## src/rtl/tmr_pkg.sv

```systemverilog
package tmr_pkg;

    localparam int VEC_W   = 8;
    localparam int PRESC_W = 7;   // largest divisor is 2**PRESC_W

    localparam int ADDR_ENTRY = 0;
    localparam int ADDR_INIT  = 1;
    localparam int ADDR_CUR   = 2;
    localparam int ADDR_DIV   = 3;

    localparam int ENTRY_MASK_BIT = 16;
    localparam int ENTRY_PER_BIT  = 17;

    typedef struct packed {
        logic             periodic;
        logic             mask;
        logic [VEC_W-1:0] vector;
    } entry_t;

    typedef logic [2:0] div_code_t;

    // Pull the scattered code bits {3,1,0} out of a divide write.
    function automatic div_code_t div_code_from_word(input logic [31:0] w);
        return {w[3], w[1], w[0]};
    endfunction

    // Phase mask of the prescaler: tick when all masked bits are one.
    function automatic logic [PRESC_W-1:0] div_phase_mask(input div_code_t c);
        logic [PRESC_W-1:0] m;
        if (c == 3'b111) begin
            m = '0;
        end else begin
            m = PRESC_W'((1 << (int'(c) + 1)) - 1);
        end
        return m;
    endfunction

endpackage

```

## src/rtl/tmr_prescaler.sv

```systemverilog
module tmr_prescaler
    import tmr_pkg::*;
#(
    parameter int PW = PRESC_W
) (
    input  logic      clk,
    input  logic      rst,
    input  logic      restart,
    input  div_code_t div_code,
    output logic      tick
);
    logic [PW-1:0] phase_q;
    logic [PW-1:0] pmask;

    always_comb begin
        pmask = PW'(div_phase_mask(div_code));
        tick  = ((phase_q & pmask) == pmask);
    end

    always_ff @(posedge clk) begin
        if (rst || restart) begin
            phase_q <= '0;
        end else begin
            phase_q <= phase_q + 1'b1;
        end
    end
endmodule

```

## src/rtl/tmr_regs.sv

```systemverilog
module tmr_regs
    import tmr_pkg::*;
#(
    parameter int ADDR_W = 4,
    parameter int CNT_W  = 32
) (
    input  logic              clk,
    input  logic              rst,
    input  logic              wr_en,
    input  logic [ADDR_W-1:0] wr_addr,
    input  logic [31:0]       wr_data,
    input  logic [ADDR_W-1:0] rd_addr,
    input  logic [CNT_W-1:0]  cur_count,
    output entry_t            entry,
    output logic [CNT_W-1:0]  init_count,
    output div_code_t         div_code,
    output logic              init_wr,
    output logic [31:0]       rd_data,
    output logic              cfg_err
);
    localparam logic [ADDR_W-1:0] A_ENTRY = ADDR_W'(ADDR_ENTRY);
    localparam logic [ADDR_W-1:0] A_INIT  = ADDR_W'(ADDR_INIT);
    localparam logic [ADDR_W-1:0] A_CUR   = ADDR_W'(ADDR_CUR);
    localparam logic [ADDR_W-1:0] A_DIV   = ADDR_W'(ADDR_DIV);

    entry_t           entry_q;
    logic [CNT_W-1:0] init_q;
    div_code_t        div_q;
    logic             err_q;
    logic             entry_wr;
    logic             div_wr;

    always_comb begin
        entry_wr = wr_en && (wr_addr == A_ENTRY);
        init_wr  = wr_en && (wr_addr == A_INIT);
        div_wr   = wr_en && (wr_addr == A_DIV);
    end

    always_ff @(posedge clk) begin
        if (rst) begin
            entry_q <= '{periodic: 1'b0, mask: 1'b1, vector: '0};
            init_q  <= '0;
            div_q   <= '0;
            err_q   <= 1'b0;
        end else begin
            err_q <= entry_wr && (wr_data[VEC_W-1:0] == '0);
            if (entry_wr) begin
                entry_q.vector   <= wr_data[VEC_W-1:0];
                entry_q.mask     <= wr_data[ENTRY_MASK_BIT];
                entry_q.periodic <= wr_data[ENTRY_PER_BIT];
            end
            if (init_wr) begin
                init_q <= CNT_W'(wr_data);
            end
            if (div_wr) begin
                div_q <= div_code_from_word(wr_data);
            end
        end
    end

    always_comb begin
        rd_data = '0;
        unique case (rd_addr)
            A_ENTRY: begin
                rd_data[VEC_W-1:0]     = entry_q.vector;
                rd_data[ENTRY_MASK_BIT] = entry_q.mask;
                rd_data[ENTRY_PER_BIT]  = entry_q.periodic;
            end
            A_INIT:  rd_data = 32'(init_q);
            A_CUR:   rd_data = 32'(cur_count);
            A_DIV:   rd_data = {28'd0, div_q[2], 1'b0, div_q[1], div_q[0]};
            default: rd_data = '0;
        endcase
    end

    assign entry      = entry_q;
    assign init_count = init_q;
    assign div_code   = div_q;
    assign cfg_err    = err_q;
endmodule

```

## src/rtl/tmr_counter.sv

```systemverilog
module tmr_counter
    import tmr_pkg::*;
#(
    parameter int CNT_W = 32
) (
    input  logic             clk,
    input  logic             rst,
    input  logic             load,
    input  logic [CNT_W-1:0] load_val,
    input  logic [CNT_W-1:0] reload_val,
    input  logic             tick,
    input  entry_t           entry,
    output logic [CNT_W-1:0] count,
    output logic             irq_req,
    output logic [VEC_W-1:0] irq_vector
);
    typedef enum logic [1:0] { ST_IDLE, ST_RUN } run_e;

    logic [CNT_W-1:0] cnt_q;
    run_e             st_q;
    logic             irq_q;
    logic [VEC_W-1:0] vec_q;
    logic             fire_ok;

    assign fire_ok = !entry.mask && (entry.vector != '0);

    always_ff @(posedge clk) begin
        if (rst) begin
            cnt_q <= '0;
            st_q  <= ST_IDLE;
            irq_q <= 1'b0;
            vec_q <= '0;
        end else begin
            irq_q <= 1'b0;
            if (load) begin
                cnt_q <= load_val;
                st_q  <= (load_val != '0) ? ST_RUN : ST_IDLE;
            end else if (st_q == ST_RUN && tick) begin
                if (cnt_q == '0) begin
                    // only reachable in repeating mode: reload or stop
                    if (entry.periodic) begin
                        cnt_q <= reload_val;
                    end else begin
                        st_q <= ST_IDLE;
                    end
                end else if (cnt_q == CNT_W'(1)) begin
                    cnt_q <= '0;
                    irq_q <= fire_ok;
                    if (fire_ok) begin
                        vec_q <= entry.vector;
                    end
                    if (!entry.periodic) begin
                        st_q <= ST_IDLE;
                    end
                end else begin
                    cnt_q <= cnt_q - 1'b1;
                end
            end
        end
    end

    assign count      = cnt_q;
    assign irq_req    = irq_q;
    assign irq_vector = vec_q;
endmodule

```

## src/rtl/irq_countdown_timer.sv

```systemverilog
module irq_countdown_timer
    import tmr_pkg::*;
#(
    parameter int ADDR_W = 4,
    parameter int CNT_W  = 32
) (
    input  logic              clk,
    input  logic              rst,
    input  logic              wr_en,
    input  logic [ADDR_W-1:0] wr_addr,
    input  logic [31:0]       wr_data,
    input  logic [ADDR_W-1:0] rd_addr,
    output logic [31:0]       rd_data,
    output logic              irq_req,
    output logic [VEC_W-1:0]  irq_vector,
    output logic              cfg_err
);
    entry_t           entry_q;
    logic [CNT_W-1:0] init_count;
    logic [CNT_W-1:0] cur_count;
    div_code_t        div_code;
    logic             init_wr;
    logic             tick;

    tmr_regs #(.ADDR_W(ADDR_W), .CNT_W(CNT_W)) u_regs (
        .clk        (clk),
        .rst        (rst),
        .wr_en      (wr_en),
        .wr_addr    (wr_addr),
        .wr_data    (wr_data),
        .rd_addr    (rd_addr),
        .cur_count  (cur_count),
        .entry      (entry_q),
        .init_count (init_count),
        .div_code   (div_code),
        .init_wr    (init_wr),
        .rd_data    (rd_data),
        .cfg_err    (cfg_err)
    );

    tmr_prescaler #(.PW(PRESC_W)) u_presc (
        .clk      (clk),
        .rst      (rst),
        .restart  (init_wr),
        .div_code (div_code),
        .tick     (tick)
    );

    tmr_counter #(.CNT_W(CNT_W)) u_cnt (
        .clk        (clk),
        .rst        (rst),
        .load       (init_wr),
        .load_val   (CNT_W'(wr_data)),
        .reload_val (init_count),
        .tick       (tick),
        .entry      (entry_q),
        .count      (cur_count),
        .irq_req    (irq_req),
        .irq_vector (irq_vector)
    );
endmodule

```

## config.mk

```make
export PLATFORM = sky130hd
export DESIGN_NAME = irq_countdown_timer
export DESIGN_NICKNAME = d
export VERILOG_FILES = /design/src/rtl/tmr_pkg.sv /design/src/rtl/tmr_prescaler.sv /design/src/rtl/tmr_regs.sv /design/src/rtl/tmr_counter.sv /design/src/rtl/irq_countdown_timer.sv
export SDC_FILE = /design/constraint.sdc
export NUM_CORES = 1
export LEC_CHECK = 0
export CAP_MARGIN = 20
export CORE_MARGIN = 2
export CORE_UTILIZATION = 49
export CTS_CLUSTER_SIZE = 40
export DETAILED_ROUTE_END_ITERATION = 8
export GPL_ROUTABILITY_DRIVEN = 1
export GPL_TIMING_DRIVEN = 0
export MAX_ROUTING_LAYER = met4
export PLACE_DENSITY = 0.75
export SLEW_MARGIN = 20
export SYNTH_ARGS = -nofsm -noshare
export SYNTH_HDL_FRONTEND = slang
export SYNTH_SLANG_ARGS = --single-unit
export TNS_END_PERCENT = 50
```

## constraint.sdc

```tcl
create_clock -name clk -period 3.5 [get_ports clk]
set_input_delay 0.7 -clock clk [delete_from_list [all_inputs] [get_ports clk]]
set_output_delay 0.7 -clock clk [all_outputs]
set_load 0.03 [all_outputs]
```

# [After elaboration in Yosys (flattened, before gate mapping)]
# Cells that the tools add are included.
[op_classes] addsub=4 mul=0 n_div=0 magnitude_cmp=0 eq_ne=10 n_shift=1 n_mux=16 bitwise=5 n_reduce_logical=20
[ops] cell="$mux W32" n=5
[ops] cell="$eq A32 B1 Y1 const B" n=1
[ops] cell="$logic_not A32 Y1" n=1
[ops] cell="$pmux W8 S4" n=1
[ops] cell="$reduce_bool A32 Y1" n=1
[ops] cell="$shl A1 B32 Y7 const A" n=1
[ops] cell="$sub A32 B1 Y32 const B" n=1
[ops] cell="$pmux W14 S2" n=1
[ops] cell="$pmux W8 S2" n=1
[ops] cell="$eq A4 B2 Y1 const B" n=3
[ops] cell="$mux W2" n=5
[ops] cell="$eq A4 B1 Y1 const B" n=2
[ops] cell="$logic_not A4 Y1" n=2
[ops] cell="$logic_not A8 Y1" n=1
[ops] cell="$reduce_bool A8 Y1" n=1
[ops] cell="$add A7 B1 Y7 const B" n=1
[ops] cell="$and A7 B7 Y7" n=1
[ops] cell="$eq A7 B7 Y1" n=1
[ops] cell="$mux W7" n=1
[ops] cell="$sub A7 B2 Y7 const B" n=1
[ops] cell="$logic_and A1 B1 Y1" n=6
[ops] cell="$pmux W2 S3" n=1
[ops] cell="$reduce_and A5 Y1" n=1
[ops] cell="$reduce_or A5 Y1" n=1
[ops] cell="other kinds (11)" n=15
[totals] ff_bits=96 latchBits=0 mem_bits_rw=0 rom_bits=0 input_bits=43 out_inout_bits=42 word_cells=67 memories=0

# [Longest topological paths before layout]
# Gate-level depths: netlist of the first run.
[logic_depth] ltp_word=9 ltp_mapped=14 mapped_depth_nobuf=11

# [By module]
# A second synthesis of the first run with hierarchy kept.
[hier_totals] hier_cells=672 hier_area_um2=5905.7
[modules_own_cells] mod="tmr_counter" instances=1 cells_per_inst=368 area_each_um2=2956.6 seq_area_each_um2=840.8
[modules_own_cells] mod="tmr_regs" instances=1 cells_per_inst=251 area_each_um2=2507.4 seq_area_each_um2=920.9
[modules_own_cells] mod="tmr_prescaler" instances=1 cells_per_inst=53 area_each_um2=441.7 seq_area_each_um2=140.1

# [Worst setup path after synthesis of the first run]
# Ideal clock, no wire load.
[synth_path] path_kind="flip-flop to flip-flop" startpoint="reg u_regs.div_q[1] (netlist: u_regs.div_code[1])" endpoint="reg u_cnt.cnt_q[13] (netlist: u_cnt.count[13])" setup_time_ns=0.135 t_arrival_ns=3.151 required_time_ns=3.365 path_slack_ns=0.215 path_stages_with_launch=15 n_path_buf=3 period_less_slack_ns=3.285 path_cell_list="dfxtp_1 -> clkbuf_1 -> nand2_1 -> inv_1 -> ha_1 -> clkbuf_1 -> or3_1 -> ha_1 -> nand2b_1 -> a32oi_1 -> a221oi_1 -> a31oi_1 -> clkbuf_1 -> o311ai_0 -> o21ai_0"
[synth_between] elab_chain_len=9 elab_cells_between_ends=10 classes_between="2 x add/sub; 2 x eq/ne; 1 x shift; 1 x mux; 1 x bitwise; 3 x reduce/logical"
[synth_rtl] element="start: declaration" line="tmr_regs.sv:28" rtl="div_code_t div_q;"
[synth_rtl] element="start signal: assignment" line="tmr_regs.sv:56" rtl="div_q <= div_code_from_word(wr_data);"
[synth_rtl] element="$add A3 B1 Y4" line="tmr_pkg.sv:33" rtl="m = PRESC_W'((1 << (int'(c) + 1)) - 1);"
[synth_rtl] element="$shl A1 B32 Y7" line="tmr_pkg.sv:33"
[synth_rtl] element="$sub A7 B2 Y7" line="tmr_pkg.sv:33"
[synth_rtl] element="$mux W7 *" line="tmr_pkg.sv:30" rtl="if (c == 3'b111) begin"
[synth_rtl] element="$and A7 B7 Y7" line="tmr_prescaler.sv:17" rtl="tick = ((phase_q & pmask) == pmask);"
[synth_rtl] element="$eq A7 B7 Y1 *" line="tmr_prescaler.sv:17"
[synth_rtl] element="$logic_and A1 B1 Y1 *" line="tmr_counter.sv:38" rtl="end else if (st_q == ST_RUN && tick) begin"
[synth_rtl] element="$reduce_bool A2 Y1 (no source line) *"
[synth_rtl] element="$reduce_and A2 Y1 (no source line) *"
[synth_rtl] element="end signal: assignment" line="tmr_counter.sv:36" rtl="cnt_q <= load_val;"
[synth_rtl] element="end signal: assignment" line="tmr_counter.sv:42" rtl="cnt_q <= reload_val;"
[synth_rtl] element="end signal: assignment" line="tmr_counter.sv:56" rtl="cnt_q <= cnt_q - 1'b1;"
[synth_rtl] element="end: declaration" line="tmr_counter.sv:19" rtl="logic [CNT_W-1:0] cnt_q;"
# Every way passes the cells marked *; elsewhere a longest branch is shown, timed or not.
# A chain may end at the register's enable or synchronous reset.

# [Final worst setup path of the first run]
[layout_path] startpoint="in rd_addr[1]" endpoint="out rd_data[26]"
[layout_between] elab_chain_len=2 elab_cells_between_ends=3 classes_between="2 x eq/ne; 1 x mux"
[layout_rtl] element="start: declaration" line="irq_countdown_timer.sv:12" rtl="input logic [ADDR_W-1:0] rd_addr,"
[layout_rtl] element="$eq A4 B2 Y1 or $eq A4 B1 Y1 (tied branches)" line="tmr_regs.sv:63" rtl="unique case (rd_addr)"
[layout_rtl] element="$pmux W14 S2 *" line="tmr_regs.sv:63"
[layout_rtl] element="end: declaration" line="irq_countdown_timer.sv:13" rtl="output logic [31:0] rd_data,"
# Marks and branches as above.

==> impl_metrics.json, run 1 <==
{
  "outcome": "complete, no violations",
  "ios": 85,
  "cts_hold_repair.buffers": 0,
  "layout-area-overhead-vs-synth_pct": 24.5,
  "ir_drop_mv": 0.277,
  "worstHoldStart": "u_cnt.irq_vector[7]",
  "cellPowerDensity_mw_per_mm2": 389,
  "tmin_final_ns": 3.49,
  "timing.hold.worst_endpoint": "u_cnt.irq_vector[7]",
  "coreArea_mm2": 0.0109,
  "finalClockSkew_ns": 0.00662,
  "critical_path.reg2reg.endpoint": "u_cnt.count[13]",
  "slew_headroom": 0.194,
  "cts.reportedPaths.clkPinSlew_ns": 0.07,
  "residual_drc": 0,
  "chipHeight_um": 110,
  "worst_r2r_startpoint": "u_regs.div_code[1]",
  "wl_per_cell_um": 23.4,
  "total_power_mw": 2.68,
  "die_area_mm2": 0.0121,
  "cts.root.buffer_cell": "clkbuf_16",
  "end_kind": "output pin",
  "largest_net_degree_at_the_start_of_global_routing": 19,
  "drive_gt1_frac": 0.122,
  "crit_path_cell_trace": "clkdlybuf4s50_1 -> nor2b_1 -> clkbuf_2 -> nor2b_4 -> clkbuf_4 -> a22o_1 -> clkdlybuf4s15_1",
  "number_of_clock_buffers_inserted_by_tritoncts": 9,
  "grt_pass1_vias": 5908,
  "grt_pass1_wl_um": 33100,
  "timing.final.max_slew_violations": 0,
  "clock_tree.buffer_depth": 2,
  "max_freq_ghz": 0.287,
  "final_setup_viols": 0,
  "finalHoldViolCount": 0,
  "worstPathMaxFanout": 10,
  "drtAntennaViolNets": 0,
  "r2r_slack_ns": 0.13,
  "syn-num-nets": 743,
  "yosys_register_bits": 95,
  "routed-via-count": 6205,
  "grt_overflow": 0,
  "layout.nets": 837,
  "hold_path_class": "flip-flop to flip-flop",
  "gr-usage-all-layers": 0.378,
  "detail_route.vias_per_cell": 6.64,
  "arrival_time_at_the_worst_endpoint_ns": 2.79,
  "timing.reg2reg.worst_path_depth": 13,
  "antenna_found_initial": 0,
  "postSynth.topFlopCell": "dfxtp_1",
  "syn_area_per_cell_um2": 7.94,
  "edff_count_synth": 0,
  "worst_hold_check_slack_ns": 0.465,
  "number_of_warning_messages_in_the_yosys_log": 0,
  "yosysUniqueCellTypes": 67,
  "setup.worst_path.class": "primary input to output pin",
  "initial_utilization": 0.505,
  "cts_tree": "yes",
  "worstMarginPinSlew_ns": 1.19,
  "detailedRoute.firstIterationViolations": 790,
  "port_buffers": 83,
  "antennaDiodeCount": 0,
  "worstPathRequired_ns": 2.80,
  "min_period_over_period": 0.997,
  "yosysSeqAreaShare": 0.344,
  "netlist_area_mm2": 0.00552,
  "die_x_um": 110,
  "maxCapViolCount": 0,
  "syn-instance-count": 695,
  "source_to_sink_clock_delay_at_the_later_pin_of_the_worst_skew_pair_ns": 0.36,
  "cts_htree_levels": 3,
  "final_weighted_congestion_in_routability_driven_placement": 1.02,
  "rsz0062_at_grt": "true",
  "drt_first_pass_iters": 5,
  "routed_wl_um": 21900,
  "detailedPlacementHpwl_um": 15500,
  "power.leakage_nw": 2.61,
  "min_path_cells": 2,
  "worst_setup_path_start_kind": "primary input",
  "clock_sink_count": 95,
  "rows": 38,
  "critical_path.max_stage_delay_ns": 0.55,
  "synthArstFlopShare": 0,
  "critPathSlowestCell": "clkdlybuf4s50_1"
}
==> layout by cell type, fill, tap and decap left out, types with 6 or more instances in the layout <==
cell type,count
and3_1,9
clkbuf_16,9
nor3_1,16
or3_1,20
buf_4,7
inv_1,9
clkdlybuf4s50_1,58
nand3_1,17
a21oi_1,56
o21ai_0,18
a211oi_1,13
o211ai_1,9
nand2_1,112
nor2_1,48
or4_1,7
clkbuf_1,26
clkbuf_2,25
a22o_1,24
mux2i_1,25
buf_2,6
dfxtp_1,93
xnor2_1,6
nor4_1,19
o21ai_1,9
o22ai_1,13
clkbuf_4,6
==> worst max path at each step <==
| stage | start | to | slack [ns] | cells past startpoint |
|---|---|---|---|---|
| CTS | u_regs.div_code[0] | u_cnt.count[28] | 0.003 | 14 |
| floorplan | u_regs.div_code[1] | u_cnt.count[13] | 0.21 | 14 |
| detailed placement | rd_addr[1] | rd_data[12] | -0.94 | 7 |
| global route | rd_addr[1] | rd_data[26] | -0.07 | 7 |
| finish | rd_addr[1] | rd_data[26] | 0.01 | 7 |
| global placement | wr_addr[0] | u_regs.init_count[14] | -0.88 | 8 |
==> synthesized netlist by cell type (all sizes together) (3+ instances only) <==
library cell  count  share of area
nand3b            4         0.0054
o31a              5         0.0079
a221o             4         0.0073
buf              17          0.019
nor4             23          0.033
or4              10          0.016
xor2              4         0.0063
and3              9          0.010
a311oi            3         0.0048
o311a             3         0.0054
ha                5          0.011
or3              20          0.023
o311ai            7          0.011
o211ai            9          0.012
mux4              3          0.012
nor2b             6         0.0068
o22ai            13          0.015
nor2             49          0.033
o21a              3         0.0041
nand3            17          0.015
nand2b            4         0.0045
a221oi            6         0.0095
or2               5         0.0057
o21ai            29          0.028
dfxtp            95           0.34
o211a             5         0.0091
a21oi            57          0.052
nor3b             3         0.0041
xnor2             6         0.0095
a21boi            4         0.0054
a22o             24          0.038
nand2           112          0.076
a211oi           14          0.020
inv               9         0.0061
mux2i            25          0.045
nor3             19          0.019
clkbuf           41          0.028
o41ai             3         0.0048
==> state kept, by name, summed over array words and instances, names as in the netlist <==
signal	count
u_regs.entry	10
u_regs.div_code	3
u_regs.init_count	32
u_regs.cfg_err	1
u_cnt.st_q	1
u_cnt.irq_vector	8
u_cnt.count	32
u_presc.phase_q	7
u_cnt.irq_req	1
==> repair_timing <==
action                                  4_1_cts  5_1_grt
endpoints found under the setup margin       86       77
pin swaps                                     2        2
resized for setup                            51       61
endpoints found under the hold margin         0        0
buffers inserted                              2        1
==> power breakdown <==
part / switching [mW] / internal, mW / total (mW)
Sequential: 0.0143 / 1.09 / 1.11
Clock: 0.492 / 0.498 / 0.990
Combinational: 0.366 / 0.214 / 0.579
Total: 0.872 / 1.80 / 2.68
==> worst max-delay path: cells and delay by family <==
family / cells / cell delay (ns)
AO/OA/AOI/OAI: 1 / 0.18
buffers and inverters: 4 / 1.46
AND/OR/NAND/NOR: 2 / 0.45
==> stage by stage <==
stage / std cells / setup WS [ns] / setup TNS [ns] / util / instance area (µm²)
6_report: 934 / 0.0112 / 0 / 0.629 / 6870
5_1_grt: 934 / -0.0746 / -0.0799 / 0.629 / 6870
4_1_cts: 934 / 0.00270 / 0 / 0.631 / 6900
3_5_place_dp: 918 / -0.945 / -56.97 / 0.598 / 6540
3_3_place_gp: 918 / -0.880 / -53.44 / 0.597 / 6530
2_1_floorplan: 695 / 0.215 / 0 / - / 5520
==> per-layer routing <==
metal | track usage | share of wire | up-vias
met4 | 0.151 | 0.035 | 0
met5 | - | 0 | -
met1 | 0.509 | 0.42 | 2937
li1 | - | - | 2786
met2 | 0.557 | 0.44 | 401
met3 | 0.0735 | 0.11 | 81
==> kinds of logic (layout without fill, tap and decap cells) <==
| kind of cell | after synthesis | after routing | synth area share |
|---|---|---|---|
| AOI/OAI and AO/OA | 201 | 201 | 0.253 |
| xor gates and xnor gates | 10 | 10 | 0.0159 |
| adders and majority gates | 5 | 5 | 0.0113 |
| buffers and inverters | 67 | 166 | 0.0535 |
| DFF | 95 | 95 | 0.344 |
| muxes | 28 | 28 | 0.0576 |
| and+or+nand+nor | 289 | 289 | 0.264 |
==> cell type report <==
| cell class | count | area [µm²] |
|---|---|---|
| Inverter | 9 | 33.8 |
| Tap cell | 140 | 175 |
| Fill cell | 1016 | 4060 |
| Clock buffer | 9 | 225 |
| Timing Repair Buffer | 86 | 771 |
| Multi-Input combinational cell | 533 | 3400 |
| Clock inverter | 7 | 62.6 |
| Buffer | 55 | 300 |
| Sequential cell | 95 | 1910 |
No activity file was read; power rests on OpenSTA's default activity.
==> run 2, diff against run 1 <==
- TNS_END_PERCENT: 50 -> 20
==> impl_metrics.json, run 2 (synthesis results as in run 1) <==
{
  "port_buffers": 83,
  "tmin_final_ns": 3.50,
  "drt_first_pass_iters": 6,
  "layout-area-overhead-vs-synth_pct": 24.2,
  "maxCapViolCount": 0,
  "end_kind": "output pin",
  "final_setup_viols": 0,
  "hold_path_class": "flip-flop to flip-flop",
  "routed-via-count": 6238,
  "die_area_mm2": 0.0121,
  "final_weighted_congestion_in_routability_driven_placement": 1.02,
  "power.share.combinational": 0.216,
  "residual_drc": 0,
  "clock_sink_count": 95,
  "ir_drop_mv": 0.284,
  "p_switching_mw": 0.873,
  "fin_util": 0.627,
  "mostFrequentLayoutCells": "nand2_1 (112), dfxtp_1 (93), clkdlybuf4s50_1 (58)",
  "outcome": "complete, no violations",
  "grt_pass1_wl_um": 33000,
  "critPathTopFamily": "buffers and inverters",
  "rows": 38,
  "final_critical_path_setup_slack_ns": 0.00106,
  "coreArea_mm2": 0.0109,
  "detailedRoute.firstIterationViolations": 726,
  "worstPathRequired_ns": 2.80,
  "power.leakage_nw": 2.60,
  "detail_route.vias_per_cell": 6.68,
  "ios": 85,
  "slew_headroom": 0.169,
  "wl_per_cell_um": 23.4,
  "num-fill-cells": 1015,
  "drtAntennaViolNets": 0,
  "arrival_time_at_the_worst_endpoint_ns": 2.80,
  "detailedPlacementHpwl_um": 15500,
  "max_freq_ghz": 0.286,
  "finalClockSkew_ns": 0.00451,
  "grt_pass1_vias": 5868,
  "seq_area_mm2": 0.00191,
  "routed_wl_um": 21800,
  "cellPowerDensity_mw_per_mm2": 390,
  "cts_tree": "yes",
  "critical_path_buf_inv_count": 4,
  "layout.nets": 836,
  "drive_gt1_frac": 0.121,
  "die_x_um": 110,
  "timing.final.max_slew_violations": 0,
  "worstPathMaxFanout": 10,
  "grt_overflow": 0,
  "part_of_the_total_power_dissipated_in_sequential_elements": 0.414,
  "worst_setup_path_start_kind": "primary input",
  "finalHoldViolCount": 0,
  "switching_share": 0.327,
  "min_period_over_period": 1.00,
  "initial_utilization": 0.505,
  "largest_net_degree_at_the_start_of_global_routing": 19,
  "setup.worst_path.class": "primary input to output pin",
  "clock_tree.buffer_depth": 2,
  "power_frac_clock": 0.371,
  "cts.reportedPaths.clkPinSlew_ns": 0.07,
  "antenna_found_initial": 0,
  "number_of_clock_buffers_inserted_by_tritoncts": 9,
  "source_to_sink_clock_delay_at_the_later_pin_of_the_worst_skew_pair_ns": 0.36,
  "cts_htree_levels": 3,
  "critical_path.max_stage_delay_ns": 0.55,
  "chipHeight_um": 110,
  "crit_path_cell_trace": "clkdlybuf4s50_1 -> nor2b_1 -> clkbuf_2 -> nor2b_4 -> clkbuf_4 -> a22o_1 -> clkdlybuf4s15_1",
  "cell_internal_pwr_mw": 1.80,
  "cts.root.buffer_cell": "clkbuf_16",
  "gr-usage-all-layers": 0.377,
  "layout.cells.most_common": "nand2_1",
  "critPathSlowestCell": "clkdlybuf4s50_1",
  "worstMarginPinSlew_ns": 1.23,
  "dp_slack_ns": -0.945,
  "multi_input_area_mm2": 0.00340,
  "cts_hold_repair.buffers": 0,
  "rsz0062_at_grt": "true"
}
[run 2: what timing repair did]
action | 4_1_cts | 5_1_grt
setup buffers | 0 | 2
endpoints found under the setup margin | 86 | 77
resized for setup | 48 | 59
pin swaps | 1 | 2
[run 2: stage by stage]
| stage | power [mW] | hold WS, ns | instance area (µm²) | TNS (ns) | cells |
|---|---|---|---|---|---|
| floorplan | 1.45 | 0.426 | 5520 | 0 | 695 |
| global placement | 1.66 | 0.445 | 6530 | -53.44 | 918 |
| detailed placement | 1.67 | 0.458 | 6540 | -56.97 | 918 |
| CTS | 2.64 | 0.468 | 6870 | -0.218 | 932 |
| global route | 2.74 | 0.487 | 6860 | -0.0912 | 933 |
| finish | 2.67 | 0.465 | 6860 | 0 | 934 |
[run 2: cell type report]
class                           count  share of cell area
Clock inverter                      7             0.00912
Inverter                            9             0.00493
Antenna cell                        1            0.000365
Clock buffer                        9              0.0328
Tap cell                          140              0.0255
Multi-Input combinational cell    533               0.495
Timing Repair Buffer               85               0.111
Sequential cell                    95               0.278
Buffer                             55              0.0423
[run 2: worst paths after layout]
| check | startpoint | to | slack, ns | depth (start not counted) |
|---|---|---|---|---|
| worst max-delay path | rd_addr[1] | rd_data[15] | 0.001 | 7 |
| worst min-delay path | u_cnt.irq_vector[7] | u_cnt.irq_vector[7] | 0.47 | 2 |
| worst max register to register | u_regs.div_code[0] | u_cnt.count[28] | 0.14 | 13 |
| worst min register to register | u_cnt.irq_vector[7] | u_cnt.irq_vector[7] | 0.47 | 2 |
[run 2: power groups by stage]
stage / clock [mW] / combinational [mW] / sequential [mW]
detailed placement: 0 / 0.535 / 1.13
global route: 1.03 / 0.600 / 1.11
CTS: 0.988 / 0.545 / 1.11
floorplan: 0 / 0.322 / 1.13
finish: 0.992 / 0.576 / 1.11
global placement: 0 / 0.528 / 1.13
[run 2: metal layers]
metal  wire [µm]  global-route usage
met3        2340              0.0700
met1        9110               0.510
met5           0                   -
met4         650               0.147
met2        9740               0.558
[run 2: worst register-to-register path, cell delays in order, from the launching register on]
cell and delay [ns]:
dfxtp_4 0.40, nand2_1 0.12, inv_1 0.08, ha_2 0.32, or3_1 0.39, ha_1 0.26, nand2b_1 0.16, o21ai_0 0.14
a221oi_2 0.28, buf_4 0.17, nand3_1 0.11, a221o_1 0.42, clkbuf_4 0.26, o22ai_1 0.20
